File: src/rtl/dmach_pkg.sv
package dmach_pkg;

    typedef enum logic [1:0] {
        PM_FIXED = 2'b00,
        PM_UP    = 2'b01,
        PM_DOWN  = 2'b10,
        PM_RSVD  = 2'b11
    } ptr_mode_e;

    typedef enum logic [1:0] {
        SZ_1  = 2'b00,
        SZ_2  = 2'b01,
        SZ_4  = 2'b10,
        SZ_16 = 2'b11
    } unit_size_e;

    typedef enum logic [1:0] {
        ST_IDLE  = 2'b00,
        ST_READ  = 2'b01,
        ST_WRITE = 2'b10
    } seq_state_e;

    // Control word, bit 0 at the bottom of the struct
    typedef struct packed {
        ptr_mode_e  dst_mode;  // 9:8
        ptr_mode_e  src_mode;  // 7:6
        unit_size_e size;      // 5:4
        logic       burst;     // 3
        logic       done;      // 2
        logic       irq_en;    // 1
        logic       enable;    // 0
    } ctrl_t;

    localparam int CTRL_W = $bits(ctrl_t);

    localparam logic [1:0] OFS_SRC  = 2'd0;
    localparam logic [1:0] OFS_DST  = 2'd1;
    localparam logic [1:0] OFS_CNT  = 2'd2;
    localparam logic [1:0] OFS_CTRL = 2'd3;

    function automatic logic [4:0] unit_bytes(unit_size_e s);
        case (s)
            SZ_1:    return 5'd1;
            SZ_2:    return 5'd2;
            SZ_4:    return 5'd4;
            default: return 5'd16;
        endcase
    endfunction

endpackage

File: src/rtl/dmach_addr_step.sv
module dmach_addr_step
    import dmach_pkg::*;
#(
    parameter int ADDR_W = 32
) (
    input  logic [ADDR_W-1:0] addr_i,
    input  ptr_mode_e         mode_i,
    input  unit_size_e        size_i,
    output logic [ADDR_W-1:0] next_o
);

    logic [ADDR_W-1:0] step;

    always_comb begin
        step = ADDR_W'(unit_bytes(size_i));
        case (mode_i)
            PM_UP:   next_o = addr_i + step;
            PM_DOWN: next_o = addr_i - step;
            default: next_o = addr_i;   // fixed and reserved code
        endcase
    end

endmodule

File: src/rtl/dmach_seq.sv
module dmach_seq
    import dmach_pkg::*;
(
    input  logic clk,
    input  logic rst_n,
    input  logic run_i,
    input  logic burst_i,
    input  logic dreq_i,
    input  logic last_i,
    input  logic mem_ack_i,
    output logic mem_req_o,
    output logic mem_we_o,
    output logic capture_o,
    output logic unit_done_o
);

    seq_state_e state_d, state_q;

    always_comb begin
        state_d = state_q;
        case (state_q)
            ST_IDLE: begin
                if (run_i && dreq_i) state_d = ST_READ;
            end
            ST_READ: begin
                if (mem_ack_i) state_d = ST_WRITE;
            end
            ST_WRITE: begin
                if (mem_ack_i) begin
                    if (burst_i && run_i && !last_i) state_d = ST_READ;
                    else                             state_d = ST_IDLE;
                end
            end
            default: state_d = ST_IDLE;
        endcase
    end

    always_ff @(posedge clk or negedge rst_n) begin
        if (!rst_n) state_q <= ST_IDLE;
        else        state_q <= state_d;
    end

    assign mem_req_o   = (state_q != ST_IDLE);
    assign mem_we_o    = (state_q == ST_WRITE);
    assign capture_o   = (state_q == ST_READ)  && mem_ack_i;
    assign unit_done_o = (state_q == ST_WRITE) && mem_ack_i;

    // a finished read is followed by the write of the same unit
    a_r3_write_after_read: assert property (@(posedge clk) disable iff (!rst_n)
        capture_o |=> (mem_req_o && mem_we_o));

    // cycle-steal frees the port after each unit
    a_r7_steal_release: assert property (@(posedge clk) disable iff (!rst_n)
        (unit_done_o && !burst_i) |=> !mem_req_o);

    // burst chains into the next read without a new request
    a_r8_burst_chain: assert property (@(posedge clk) disable iff (!rst_n)
        (unit_done_o && burst_i && run_i && !last_i) |=> (mem_req_o && !mem_we_o));

    // an idle channel that may not run stays idle
    a_r10_hold_off: assert property (@(posedge clk) disable iff (!rst_n)
        (!mem_req_o && !run_i) |=> !mem_req_o);

endmodule

File: src/rtl/dmach_top.sv
module dmach_top
    import dmach_pkg::*;
#(
    parameter int ADDR_W = 32,
    parameter int DATA_W = 128,
    parameter int CNT_W  = 24
) (
    input  logic              clk,
    input  logic              rst_n,
    input  logic              reg_we,
    input  logic [1:0]        reg_addr,
    input  logic [31:0]       reg_wdata,
    output logic [31:0]       reg_rdata,
    input  logic              dreq,
    output logic              mem_req,
    output logic              mem_we,
    output logic [ADDR_W-1:0] mem_addr,
    output logic [1:0]        mem_size,
    output logic [DATA_W-1:0] mem_wdata,
    input  logic [DATA_W-1:0] mem_rdata,
    input  logic              mem_ack,
    output logic              irq
);

    localparam logic [CNT_W-1:0] CNT_ONE = CNT_W'(1);

    typedef struct packed {
        logic [ADDR_W-1:0] src;
        logic [ADDR_W-1:0] dst;
        logic [CNT_W-1:0]  cnt;
        ctrl_t             ctrl;
        logic [DATA_W-1:0] data_buf;
    } chan_t;

    chan_t r_d, r_q;

    logic              run, last, capture, unit_done;
    logic [ADDR_W-1:0] src_next, dst_next;
    ctrl_t             wr_ctrl;

    assign run  = r_q.ctrl.enable && !r_q.ctrl.done;
    assign last = (r_q.cnt == CNT_ONE);

    dmach_addr_step #(.ADDR_W(ADDR_W)) u_src_step (
        .addr_i (r_q.src),
        .mode_i (r_q.ctrl.src_mode),
        .size_i (r_q.ctrl.size),
        .next_o (src_next)
    );

    dmach_addr_step #(.ADDR_W(ADDR_W)) u_dst_step (
        .addr_i (r_q.dst),
        .mode_i (r_q.ctrl.dst_mode),
        .size_i (r_q.ctrl.size),
        .next_o (dst_next)
    );

    dmach_seq u_seq (
        .clk         (clk),
        .rst_n       (rst_n),
        .run_i       (run),
        .burst_i     (r_q.ctrl.burst),
        .dreq_i      (dreq),
        .last_i      (last),
        .mem_ack_i   (mem_ack),
        .mem_req_o   (mem_req),
        .mem_we_o    (mem_we),
        .capture_o   (capture),
        .unit_done_o (unit_done)
    );

    always_comb begin
        r_d     = r_q;
        wr_ctrl = ctrl_t'(reg_wdata[CTRL_W-1:0]);
        if (reg_we) begin
            case (reg_addr)
                OFS_SRC: r_d.src = reg_wdata[ADDR_W-1:0];
                OFS_DST: r_d.dst = reg_wdata[ADDR_W-1:0];
                OFS_CNT: r_d.cnt = reg_wdata[CNT_W-1:0];
                default: begin
                    r_d.ctrl      = wr_ctrl;
                    // end flag can only be cleared by software
                    r_d.ctrl.done = r_q.ctrl.done && wr_ctrl.done;
                end
            endcase
        end
        if (capture) r_d.data_buf = mem_rdata;
        // hardware progress wins over a same-cycle register write
        if (unit_done) begin
            r_d.src = src_next;
            r_d.dst = dst_next;
            r_d.cnt = r_q.cnt - CNT_ONE;
            if (last) r_d.ctrl.done = 1'b1;
        end
    end

    always_ff @(posedge clk or negedge rst_n) begin
        if (!rst_n) r_q <= '0;
        else        r_q <= r_d;
    end

    assign mem_addr  = mem_we ? r_q.dst : r_q.src;
    assign mem_size  = r_q.ctrl.size;
    assign mem_wdata = r_q.data_buf;
    assign irq       = r_q.ctrl.done && r_q.ctrl.irq_en;

    always_comb begin
        case (reg_addr)
            OFS_SRC: reg_rdata = 32'(r_q.src);
            OFS_DST: reg_rdata = 32'(r_q.dst);
            OFS_CNT: reg_rdata = 32'(r_q.cnt);
            default: reg_rdata = 32'(r_q.ctrl);
        endcase
    end

    // a set end flag keeps the memory port quiet
    a_r5_quiet_when_done: assert property (@(posedge clk) disable iff (!rst_n)
        r_q.ctrl.done |-> !mem_req);

    // every finished unit takes exactly one off the count
    a_r5_count_step: assert property (@(posedge clk) disable iff (!rst_n)
        unit_done |=> (r_q.cnt == $past(r_q.cnt) - CNT_ONE));

    // a fixed or reserved source mode leaves the source pointer alone
    a_r4_src_fixed: assert property (@(posedge clk) disable iff (!rst_n)
        (unit_done && (r_q.ctrl.src_mode == PM_FIXED || r_q.ctrl.src_mode == PM_RSVD))
        |=> $stable(r_q.src));

    // an unanswered request keeps its address
    a_r3_req_hold: assert property (@(posedge clk) disable iff (!rst_n)
        (mem_req && !mem_ack && !reg_we) |=> (mem_req && $stable(mem_addr)));

    // the interrupt only comes up after a unit end or a control write
    a_r9_irq_source: assert property (@(posedge clk) disable iff (!rst_n)
        $rose(irq) |-> ($past(unit_done) || $past(reg_we)));

endmodule

File: config.mk
export PLATFORM = sky130hd
export DESIGN_NAME = dmach_top
export DESIGN_NICKNAME = d
export VERILOG_FILES = /design/src/rtl/dmach_pkg.sv /design/src/rtl/dmach_addr_step.sv /design/src/rtl/dmach_seq.sv /design/src/rtl/dmach_top.sv
export SDC_FILE = /design/constraint.sdc
export NUM_CORES = 1
export LEC_CHECK = 0
export CAP_MARGIN = 20
export CORE_MARGIN = 2
export CORE_UTILIZATION = 45
export DETAILED_ROUTE_END_ITERATION = 10
export GPL_ROUTABILITY_DRIVEN = 0
export PLACE_DENSITY_LB_ADDON = 0.2
export SLEW_MARGIN = 20
export SYNTH_ARGS = -nofsm -noshare
export SYNTH_HDL_FRONTEND = slang
export SYNTH_SLANG_ARGS = --single-unit
File: constraint.sdc
create_clock -name clk -period 6.7 [get_ports clk]
set_input_delay 1.34 -clock clk [delete_from_list [all_inputs] [get_ports clk]]
set_output_delay 1.34 -clock clk [all_outputs]
set_load 0.02 [all_outputs]
# After elaboration in Yosys (flattened, before gate mapping)

Cells that the tools add are included.

Add/subtract/negate cells: 5
Multiply operators: 0
Divide/modulo/power cells: 0
Magnitude comparators: 0
Equality and inequality tests: 16
Shift operators: 0
Multiplexer cells: 18
Bitwise operators: 1
Reduce and logical (&&, ||, !) cells: 24

Operators with widths:

| kind                                                  | count |
|---|---|
| one-hot mux 32 bit (2 select lines)                   | 2 |
| 2-to-1 mux 98 bit                                     | 1 |
| 2-to-1 mux 32 bit                                     | 3 |
| one-hot mux 32 bit (3 select lines)                   | 1 |
| 2-to-1 mux 88 bit                                     | 1 |
| adder 32 x 5 -> 32 bit                                | 2 |
| subtractor 32 x 5 -> 32 bit                           | 2 |
| equality test 24 x 1 -> 1 bit, second input constant  | 1 |
| 2-to-1 mux 24 bit                                     | 1 |
| subtractor 24 x 1 -> 24 bit, second input constant    | 1 |
| one-hot mux 5 bit (3 select lines)                    | 1 |
| equality test 2 x 1 -> 1 bit, second input constant   | 5 |
| equality test 2 bit, second input constant            | 5 |
| 2-to-1 mux 10 bit                                     | 1 |
| nonzero test 2 bit                                    | 5 |
| AND reduction 3 bit                                   | 3 |
| logical AND 1 bit                                     | 8 |
| zero test 2 bit                                       | 3 |
| 2-to-1 mux 2 bit                                      | 3 |
| inequality test 3 bit, second input constant          | 2 |
| one-hot mux 2 bit (3 select lines)                    | 1 |
| inequality test 2 x 1 -> 1 bit, second input constant | 2 |
| AND reduction 2 bit                                   | 2 |
| 2-to-1 mux 1 bit                                      | 3 |
| 4 further kinds                                       | 5 |

Flip-flop bits (word level): 228
Bits in latches: 0
Memory bits (writable): 0
ROM bits: 0
Bits of input ports: 167
Output and inout bits: 197
Word-level logic and storage cells: 76
Memories: 0

# Longest topological paths before layout

Gate-level depths: netlist of run 1.

Depth after elaboration: 7
Depth in mapped cells: 15
Gate-level depth less buffers: 15

# Hierarchy

A second synthesis of run 1 with hierarchy kept.

Cell total of the unflattened synthesis: 1689
Area, all modules: 16107.9 um2

By module, submodules not included:

| module                        | instances | cells an instance | area an instance (um2) | sequential area each (um2) |
|---|---|---|---|---|
| dmach_top                     | 1         | 1006              | 11573.6                | 5655.4 |
| dmach_addr_step at u_dst_step | 1         | 342               | 2217.1                 | 0.0 |
| dmach_addr_step at u_src_step | 1         | 327               | 2187.1                 | 0.0 |
| dmach_seq                     | 1         | 14                | 130.1                  | 50.0 |

# Least setup slack after synthesis of run 1

OpenSTA, ideal clock, no wires.

Path type: input -> output
Start point: in reg_addr[0]
End point: out reg_rdata[26]
Arrival time: 2968 ps
Required time: 5360 ps
Slack: 2392 ps
Stages on the path: 5
Path buffers: 3
Cells stage by stage: buf_1 > buf_1 > clkbuf_1 > mux2i_1 > nor2_1

Longest elaborated chain between the ends: 2
Elaborated cells on any way between the ends: 4
Classes of those cells: eq/ne: 2; mux: 1; reduce/logical: 1

Ends and longest elaborated chain:

| item                                              | RTL line         | text |
|---|---|---|
| from (decl)                                       | dmach_top.sv:11  | `input logic [1:0] reg_addr,` |
| equality test 2 bit, or another cell as far along | dmach_top.sv:108 | `case (reg_addr)` |
| one-hot mux 32 bit (3 select lines) *             | dmach_top.sv:108 |  |
| to (decl)                                         | dmach_top.sv:13  | `output logic [31:0] reg_rdata,` |

Every way passes the cells marked *; elsewhere a longest branch is shown, timed or not.

# Worst setup path in the final report of run 1

Start point: in reg_addr[1]
End point: out reg_rdata[5]

The elaborated chain is that of the path after synthesis.

==> results.yml, run 1 <==
status:
  status: "finished clean"
run:
  cap_violations: 0
sta:
  timing.final.max_slew_violations: 0
  fin_skew_ns: 0.0105
  rsz0062_at_grt: "no"
  worst-slew-pin-transition_ns: 1.07
  relSlewSlack_pct: 29.0
  fin_tns_setup_ns: 0
  setup_viol: 0
  max_freq_ghz: 0.218
  worst_slack_ns: 2.11
  fin_crit_ns: 4.59
  min_period_over_period_pct: 68.5
  final_hold_viol_count: 0
floorplan:
  die_x_um: 185
  die_area_um2: 34100
  ios: 364
  start_util_pct: 45.5
  die_h_um: 185
  core_um2: 32300
  rows: 66
synth:
  ys_warn_count: 0
  synth_seq_cells: 228
  async_flop_share_pct: 100
  syn_inst: 1478
  ys_seq_area_share_pct: 38.9
  ys.flop_type: "dfrtp_1"
  synth_nets: 1715
  syn_area_um2: 14700
  avgSynthCellArea_um2: 9.93
  synth_cell_type_count: 77
  synth_edf_count: 0
clock_network:
  max-clock-path-buffers: 3
  cts_buffers: 26
  hold_buffers: 0
  worstSkewPairLatency_ns: 0.54
  path_clk_slew_ns: 0.06
  htreeDepth: 1
  cts_setup_buffers: 0
  post_cts_resized: 0
  clock-sinks: 228
  root_buffer: "clkbuf_16"
  cts_tree: "done"
global_route:
  overflow: 0
  grt.met2_usage_pct: 42.3
  met3_usage_pct: 5.24
  grt_use_met1_pct: 30.2
  grt_pass1_wl_um: 66300
  grt_max_degree: 129
  busiest_layer: "met2"
  grt.total_usage_pct: 24.9
  grt_pass1_vias: 11700
  antenna_found_initial: 1
critical_path:
  startpoint: "reg_addr[1]"
  reg2reg_depth: 10
  end_kind: "primary output"
  startpoint_type: "primary input"
  worstPathMaxFanout: 26
  critPathArrivalTime_ns: 3.25
  crit_required_ns: 5.36
  r2r_start: "u_seq.state_q[0]"
  critical_path_class: "primary input to primary output"
cells_and_area:
  layout_commonest_cell: "clkdlybuf4s50_1"
  final_nets: 1924
  layout_common_cells: "clkdlybuf4s50_1 (360), dfrtp_1 (228), mux2_2 (168)"
  drive_above_1_share_pct: 15.8
  area_delta_synth_final_pct: 27.2
pwr:
  p_leak_nw: 7.90
  power_density_nw_per_um2: 507
  ir_worst_vdd_mv: 0.263
route:
  wl_per_cell_um: 20.5
  drt_wl_total_um: 44000
  antenna_left: 0
  vias: 12200
  dr.pass1.iters: 5
  first_iter_violations: 740
  drc: 0
  viasPerCell: 5.65
placement:
  io_buffers: 363
  place_ws_ns: 2.02
  dp_hpwl_um: 32800
hold_path:
  hold_path_class: "flip-flop to flip-flop"
  hp-start: "mem_wdata[51]"
  min_path_cells: 1
==> cell usage after synthesis (4+ instances only) <==
library cell / count / area (µm²)
a211o_1: 4 / 35.0
nor2_1: 118 / 443
inv_1: 30 / 113
o211ai_1: 4 / 30.0
ha_1: 68 / 851
o21bai_1: 9 / 67.6
o21a_1: 8 / 60.1
o21ai_0: 70 / 350
or3_1: 7 / 43.8
a211oi_1: 7 / 52.6
and3_1: 4 / 25.0
xor2_1: 21 / 184
a21oi_1: 104 / 521
nor2b_1: 8 / 50.1
a31oi_1: 17 / 106
a211oi_2: 4 / 50.1
a221oi_1: 24 / 210
mux2_2: 168 / 1890
nor4_1: 7 / 43.8
o31a_1: 6 / 52.6
a21o_1: 24 / 180
mux2i_1: 25 / 250
o22ai_1: 5 / 31.3
buf_2: 4 / 20.0
clkbuf_1: 50 / 188
nand3_1: 31 / 155
dfrtp_1: 228 / 5710
mux4_2: 10 / 225
xnor2_1: 31 / 272
buf_1: 11 / 41.3
nand4_1: 4 / 25.0
o21ai_1: 10 / 50.1
or2_2: 4 / 25.0
o221ai_1: 13 / 114
nand3b_1: 6 / 45.0
nand2_1: 117 / 439
nor3_1: 12 / 60.1
o31ai_1: 6 / 45.0
buf_4: 130 / 976
nand2b_1: 11 / 68.8
==> logic make-up after synthesis <==
| family | after synthesis | share of synthesized area (%) |
|---|---|---|
| DFF | 228 | 38.9 |
| muxes | 203 | 16.1 |
| and+or+nand+nor | 347 | 10.8 |
| buffers and inverters | 226 | 9.19 |
| AOI/OAI and AO/OA | 352 | 15.8 |
| adders and majority gates | 70 | 6.07 |
| xor gates and xnor gates | 52 | 3.10 |
==> area by class of cell <==
cell class                      count  area, µm²
Clock buffer                       36        748
Inverter                           30        113
Sequential cell                   228       5710
Antenna cell                        1       2.50
Clock inverter                     12        131
Multi-Input combinational cell   1024       7660
Tap cell                          442        553
Fill cell                        2779      13600
Timing Repair Buffer              377       3760
==> metrics by stage <==
step / total power [mW] / cells / hold slack [ns] / cell area, µm² / util [%]
floorplan: 6.41 / 1478 / 0.464 / 14700 / -
global placement: 7.92 / 2101 / 0.485 / 17800 / 55.1
detailed placement: 8.02 / 2101 / 0.491 / 17800 / 55.1
CTS: 9.51 / 2149 / 0.505 / 18700 / 57.8
global route: 10.0 / 2150 / 0.512 / 18700 / 57.8
finish: 9.47 / 2150 / 0.501 / 18700 / 57.8
==> state kept, by name, indices dropped and copies added, names as in the netlist <==
| register | cells |
|---|---|
| u_seq.state_q | 2 |
| mem_size | 2 |
| r_q | 96 |
| mem_wdata | 128 |
==> critical path, cell delays in order <==
cell,delay (ns)
buf_2,0.27
buf_4,0.47
mux4_2,0.56
clkdlybuf4s50_1,0.57
==> path summary, 6_finish.rpt <==
check	slack [ns]	endpoint
max	2.11	reg_rdata[5]
min	0.50	mem_wdata[51]
max reg2reg	2.98	r_q[189]
min reg2reg	0.50	mem_wdata[51]
max in group asynchronous	4.62	r_q[223]
min in group asynchronous	0.85	mem_wdata[39]
==> where the power goes <==
group	switching, mW	leakage [nW]	internal (mW)
sequential	0.631	2.71	2.04
combinational	2.77	4.75	2.58
clock	0.594	0.436	0.860
==> layer usage <==
metal	share of wire (%)	vias to the layer above
met5	0	-
met2	48	542
met3	8.3	100
met1	39	5867
li1	-	5645
met4	4.7	0
(Power assumes the default switching activity.)
==> run 2, diff against run 1 <==
- clock period: 6.7 -> 4.1 ns (I/O delays scaled with it)
==> results.yml, run 2 (same netlist as run 1, synthesis figures left out) <==
cells_and_area:
  area_delta_synth_final_pct: 28.8
  final_nets: 1946
  diodes: 0
  layout_commonest_cell: "clkdlybuf4s50_1"
  layout_common_cells: "clkdlybuf4s50_1 (360), dfrtp_1 (228), mux2_2 (168)"
  largest_reg_flops: 128
  final_util_pct: 58.5
  drive_above_1_share_pct: 16.5
pwr:
  p_leak_nw: 8.01
  power_density_nw_per_um2: 829
  p_seq_share_pct: 27.7
  p_clk_share_pct: 16.0
  switching_power_mw: 6.56
  switching_share_pct: 41.8
  ir_worst_vdd_mv: 0.420
  pwr-share-comb_pct: 56.3
  power.internal_mw: 9.12
clock_network:
  max-clock-path-buffers: 3
  path_clk_slew_ns: 0.06
  htreeDepth: 1
  cts_tree: "done"
  cts_buffers: 28
  root_buffer: "clkbuf_16"
  post_cts_resized: 0
  cts_setup_buffers: 0
  hold_buffers: 0
  worstSkewPairLatency_ns: 0.56
  clock-sinks: 228
critical_path:
  worstPathMaxFanout: 15
  cp_slowest_cell: "clkdlybuf4s50_1"
  critPathArrivalTime_ns: 2.78
  path_cells: "nor2b_4 > buf_4 > mux2_2 > clkdlybuf4s50_1"
  critical_path_class: "flip-flop to primary output"
  rrSetupSlack_ns: 0.57
  end_kind: "primary output"
  crit_required_ns: 3.28
  slowest_delay_ns: 0.54
  startpoint_type: "flip-flop"
global_route:
  overflow: 0
  grt_max_degree: 113
  antenna_found_initial: 0
  grt.total_usage_pct: 25.2
  grt_pass1_wl_um: 67200
  grt_pass1_vias: 11900
floorplan:
  core_um2: 32300
  rows: 66
  ios: 364
  start_util_pct: 45.5
  die_area_um2: 34100
  die_x_um: 185
  die_h_um: 185
sta:
  min_period_over_period_pct: 87.7
  fin_skew_ns: 0.0132
  max_freq_ghz: 0.278
  worst-slew-pin-transition_ns: 0.888
  fin_crit_ns: 3.60
  fin_tns_setup_ns: 0
  setup_viol: 0
  relSlewSlack_pct: 40.6
  rsz0062_at_grt: "no"
  final_hold_viol_count: 0
  timing.final.max_slew_violations: 0
  worst_slack_ns: 0.505
  whs_ns: 0.343
placement:
  io_buffers: 363
  dp_hpwl_um: 33600
  place_ws_ns: 0.541
route:
  drc: 0
  vias: 12300
  wl_met3_um: 3270
  routedLengthMet1_um: 17700
  first_iter_violations: 728
  antenna_left: 0
  drt_wl_total_um: 44300
  top_layer: "met4"
  dr.pass1.iters: 5
  wl_met2_um: 21500
  wl_per_cell_um: 20.4
  viasPerCell: 5.65
run:
  cap_violations: 0
status:
  status: "finished clean"
hold_path:
  hold_path_class: "primary input to asynchronous set/reset pin"
==> run 2: changes by cell type in the layout (fill, tap and decap cells not counted), moves of 2 or more <==
cell / change
clkbuf_16: +2
buf_12: +3
clkbuf_1: +3
clkinv_2: -5
clkbuf_8: -2
buf_4: +17
==> run 2: path summary, 6_finish.rpt <==
check	depth (start not counted)	to	from
min in group clk	1	mem_wdata[116]	mem_wdata[116]
max	4	mem_addr[31]	u_seq.state_q[0]
min reg2reg	1	mem_wdata[116]	mem_wdata[116]
min	1	mem_wdata[39]	rst_n
max reg2reg	13	r_q[218]	r_q[134]
max in group asynchronous	2	r_q[178]	rst_n
==> run 2: area by class of cell <==
cell class,count,area [µm²]
clock buffers,39,782
clock inverters,8,149
fillers,2773,13400
inverters,30,113
multi-input cells,1024,7650
flip-flops and latches,228,5710
well taps,442,553
repair buffers,397,3950
==> run 2: worst max-delay path, delay by kind of cell (launching register included) <==
family / cells / cell delay [ns]
AND/OR/NAND/NOR: 1 / 0.50
multiplexers: 1 / 0.37
buffers and inverters: 2 / 0.88
flip-flops: 1 / 0.44
==> run 2: power groups by stage <==
stage          combinational, mW  clock, mW  sequential, mW
5_1_grt                     9.52       2.66            4.45
3_3_place_gp                8.67          0            4.31
4_1_cts                     8.85       2.57            4.32
3_5_place_dp                8.81          0            4.35
2_1_floorplan               6.54          0            3.92
6_report                    8.82       2.51            4.34
==> run 2: metrics by stage <==
step	std cells	power, mW	instance area [µm²]
finish	2168	15.7	18900
CTS	2168	15.7	18900
global placement	2121	13.0	18000
global route	2168	16.6	18900
floorplan	1478	10.5	14700
detailed placement	2121	13.2	18000
==> run 2: routing by layer <==
layer / track usage [%] / vias to the layer above
li1: - / 5671
met1: 31.0 / 5992
met2: 43.5 / 489
met3: 4.94 / 98
met4: 9.76 / 0
met5: 0 / -
==> run 3, diff against run 2 <==
- CORE_UTILIZATION: 45 -> 35
- REMOVE_ABC_BUFFERS: not set -> 1
==> results.yml, run 3 (same netlist as run 1, synthesis figures left out) <==
clock_network:
  cts_setup_buffers: 0
  htreeDepth: 1
  max-clock-path-buffers: 3
  cts_tree: "done"
  worstSkewPairLatency_ns: 0.54
  path_clk_slew_ns: 0.06
  root_buffer: "clkbuf_16"
  post_cts_resized: 0
  hold_buffers: 0
  cts_buffers: 27
  clock-sinks: 228
sta:
  timing.final.max_slew_violations: 0
  setup_viol: 0
  max_freq_ghz: 0.271
  rsz0062_at_grt: "no"
  fin_skew_ns: 0.0103
  fin_crit_ns: 3.69
  worst-slew-pin-transition_ns: 0.888
  relSlewSlack_pct: 40.8
  min_period_over_period_pct: 90.0
  final_hold_viol_count: 0
pwr:
  power_density_nw_per_um2: 833
  p_leak_nw: 8.02
  finalPower_mw: 15.8
  ir_worst_vdd_mv: 0.337
route:
  wl_per_cell_um: 22.2
  vias: 12300
  dr.pass1.iters: 5
  antenna_left: 0
  drc: 0
  viasPerCell: 5.43
  drt_wl_total_um: 50300
  first_iter_violations: 700
cells_and_area:
  layout_common_cells: "clkdlybuf4s50_1 (360), dfrtp_1 (228), mux2_2 (168)"
  diodes: 0
  finalNonFillerCells: 2265
  largest_reg_flops: 128
  layout_commonest_cell: "clkdlybuf4s50_1"
  final_nets: 1944
  drive_above_1_share_pct: 16.6
  area_delta_synth_final_pct: 29.5
global_route:
  grt_max_degree: 102
  grt.total_usage_pct: 22.6
  grt_pass1_vias: 12300
  overflow: 0
  antenna_found_initial: 4
  grt_pass1_wl_um: 76200
floorplan:
  die_area_um2: 43600
  die_x_um: 209
  ios: 364
  die_h_um: 209
  start_util_pct: 35.2
  core_um2: 41700
  rows: 75
critical_path:
  cp_slowest_cell: "dfrtp_1"
  startpoint_type: "flip-flop"
  slowest_delay_ns: 0.39
  critPathArrivalTime_ns: 4.13
  critical_path_class: "flip-flop to flip-flop"
  crit_required_ns: 4.54
  end_kind: "flip-flop"
  path_cells: "inv_1 > ha_1 > inv_1 > o21ai_0 > ha_1 > nor2b_1 > o21a_1 > o21ai_1 > a211oi_2 > o21ai_1 > a21oi_1 > a31oi_1 > o21ai_0 > mux2i_1 > a21bo_2"
  worstPathMaxFanout: 4
placement:
  dp_hpwl_um: 38200
  dpl.cell_count: 2217
  io_buffers: 363
status:
  status: "finished clean"
run:
  cap_violations: 0
hold_path:
  hold_path_class: "primary input to asynchronous set/reset pin"
==> run 3: worst max-delay path, delay by kind of cell, from the launching register on <==
| family | cells | cell delay (ns) |
|---|---|---|
| compound gates | 9 | 2.20 |
| fa+ha+maj | 2 | 0.52 |
| flops | 1 | 0.39 |
| buf+inv | 2 | 0.17 |
| simple gates | 1 | 0.16 |
| mux | 1 | 0.15 |
==> run 3: path summary, 6_finish.rpt <==
path	endpoint	start	slack, ns	cells past startpoint
worst max-delay path	r_q[190]	r_q[136]	0.41	15
worst min-delay path	r_q[170]	rst_n	0.33	1
worst max register to register	r_q[190]	r_q[136]	0.41	15
worst min register to register	mem_wdata[22]	mem_wdata[22]	0.50	1
max in group asynchronous	mem_wdata[75]	rst_n	2.77	2
min in group clk	mem_wdata[22]	mem_wdata[22]	0.50	1
==> run 3: through the flow <==
stage	utilization, %	hold slack (ns)	cell area [µm²]	setup TNS [ns]	worst slack, ns
floorplan	-	0.464	13400	-257.81	-2.34
global placement	43.4	0.486	18100	0	0.643
global route	45.6	0.383	19000	0	0.193
detailed placement	43.4	0.491	18100	0	0.557
finish	45.6	0.329	19000	0	0.410
CTS	45.6	0.381	19000	0	0.526
==> run 3: layout make-up <==
class                      instances  area, µm²
clock buffer                      35        756
clock inverter                    13        170
fill                            3924      22700
inverter                          30        113
multi-input combinational       1024       7650
sequential                       228       5710
tap                              539        674
timing repair buffer             396       3940
==> run 3: layer usage <==
metal	vias up	routed length, µm	part of all wire, %	GRT usage (%)
li1	5680	-	-	-
met3	72	3640	7.2	4.19
met4	6	1160	2.3	6.03
met2	505	25100	50	40.6
met5	-	38	0.075	0
met1	6042	20400	41	27.6
==> run 3: where the power goes <==
part           total [mW]  switching [mW]  internal (mW)
sequential           4.32           0.990           3.33
combinational        8.96            4.70           4.26
clock                2.54            1.00           1.54
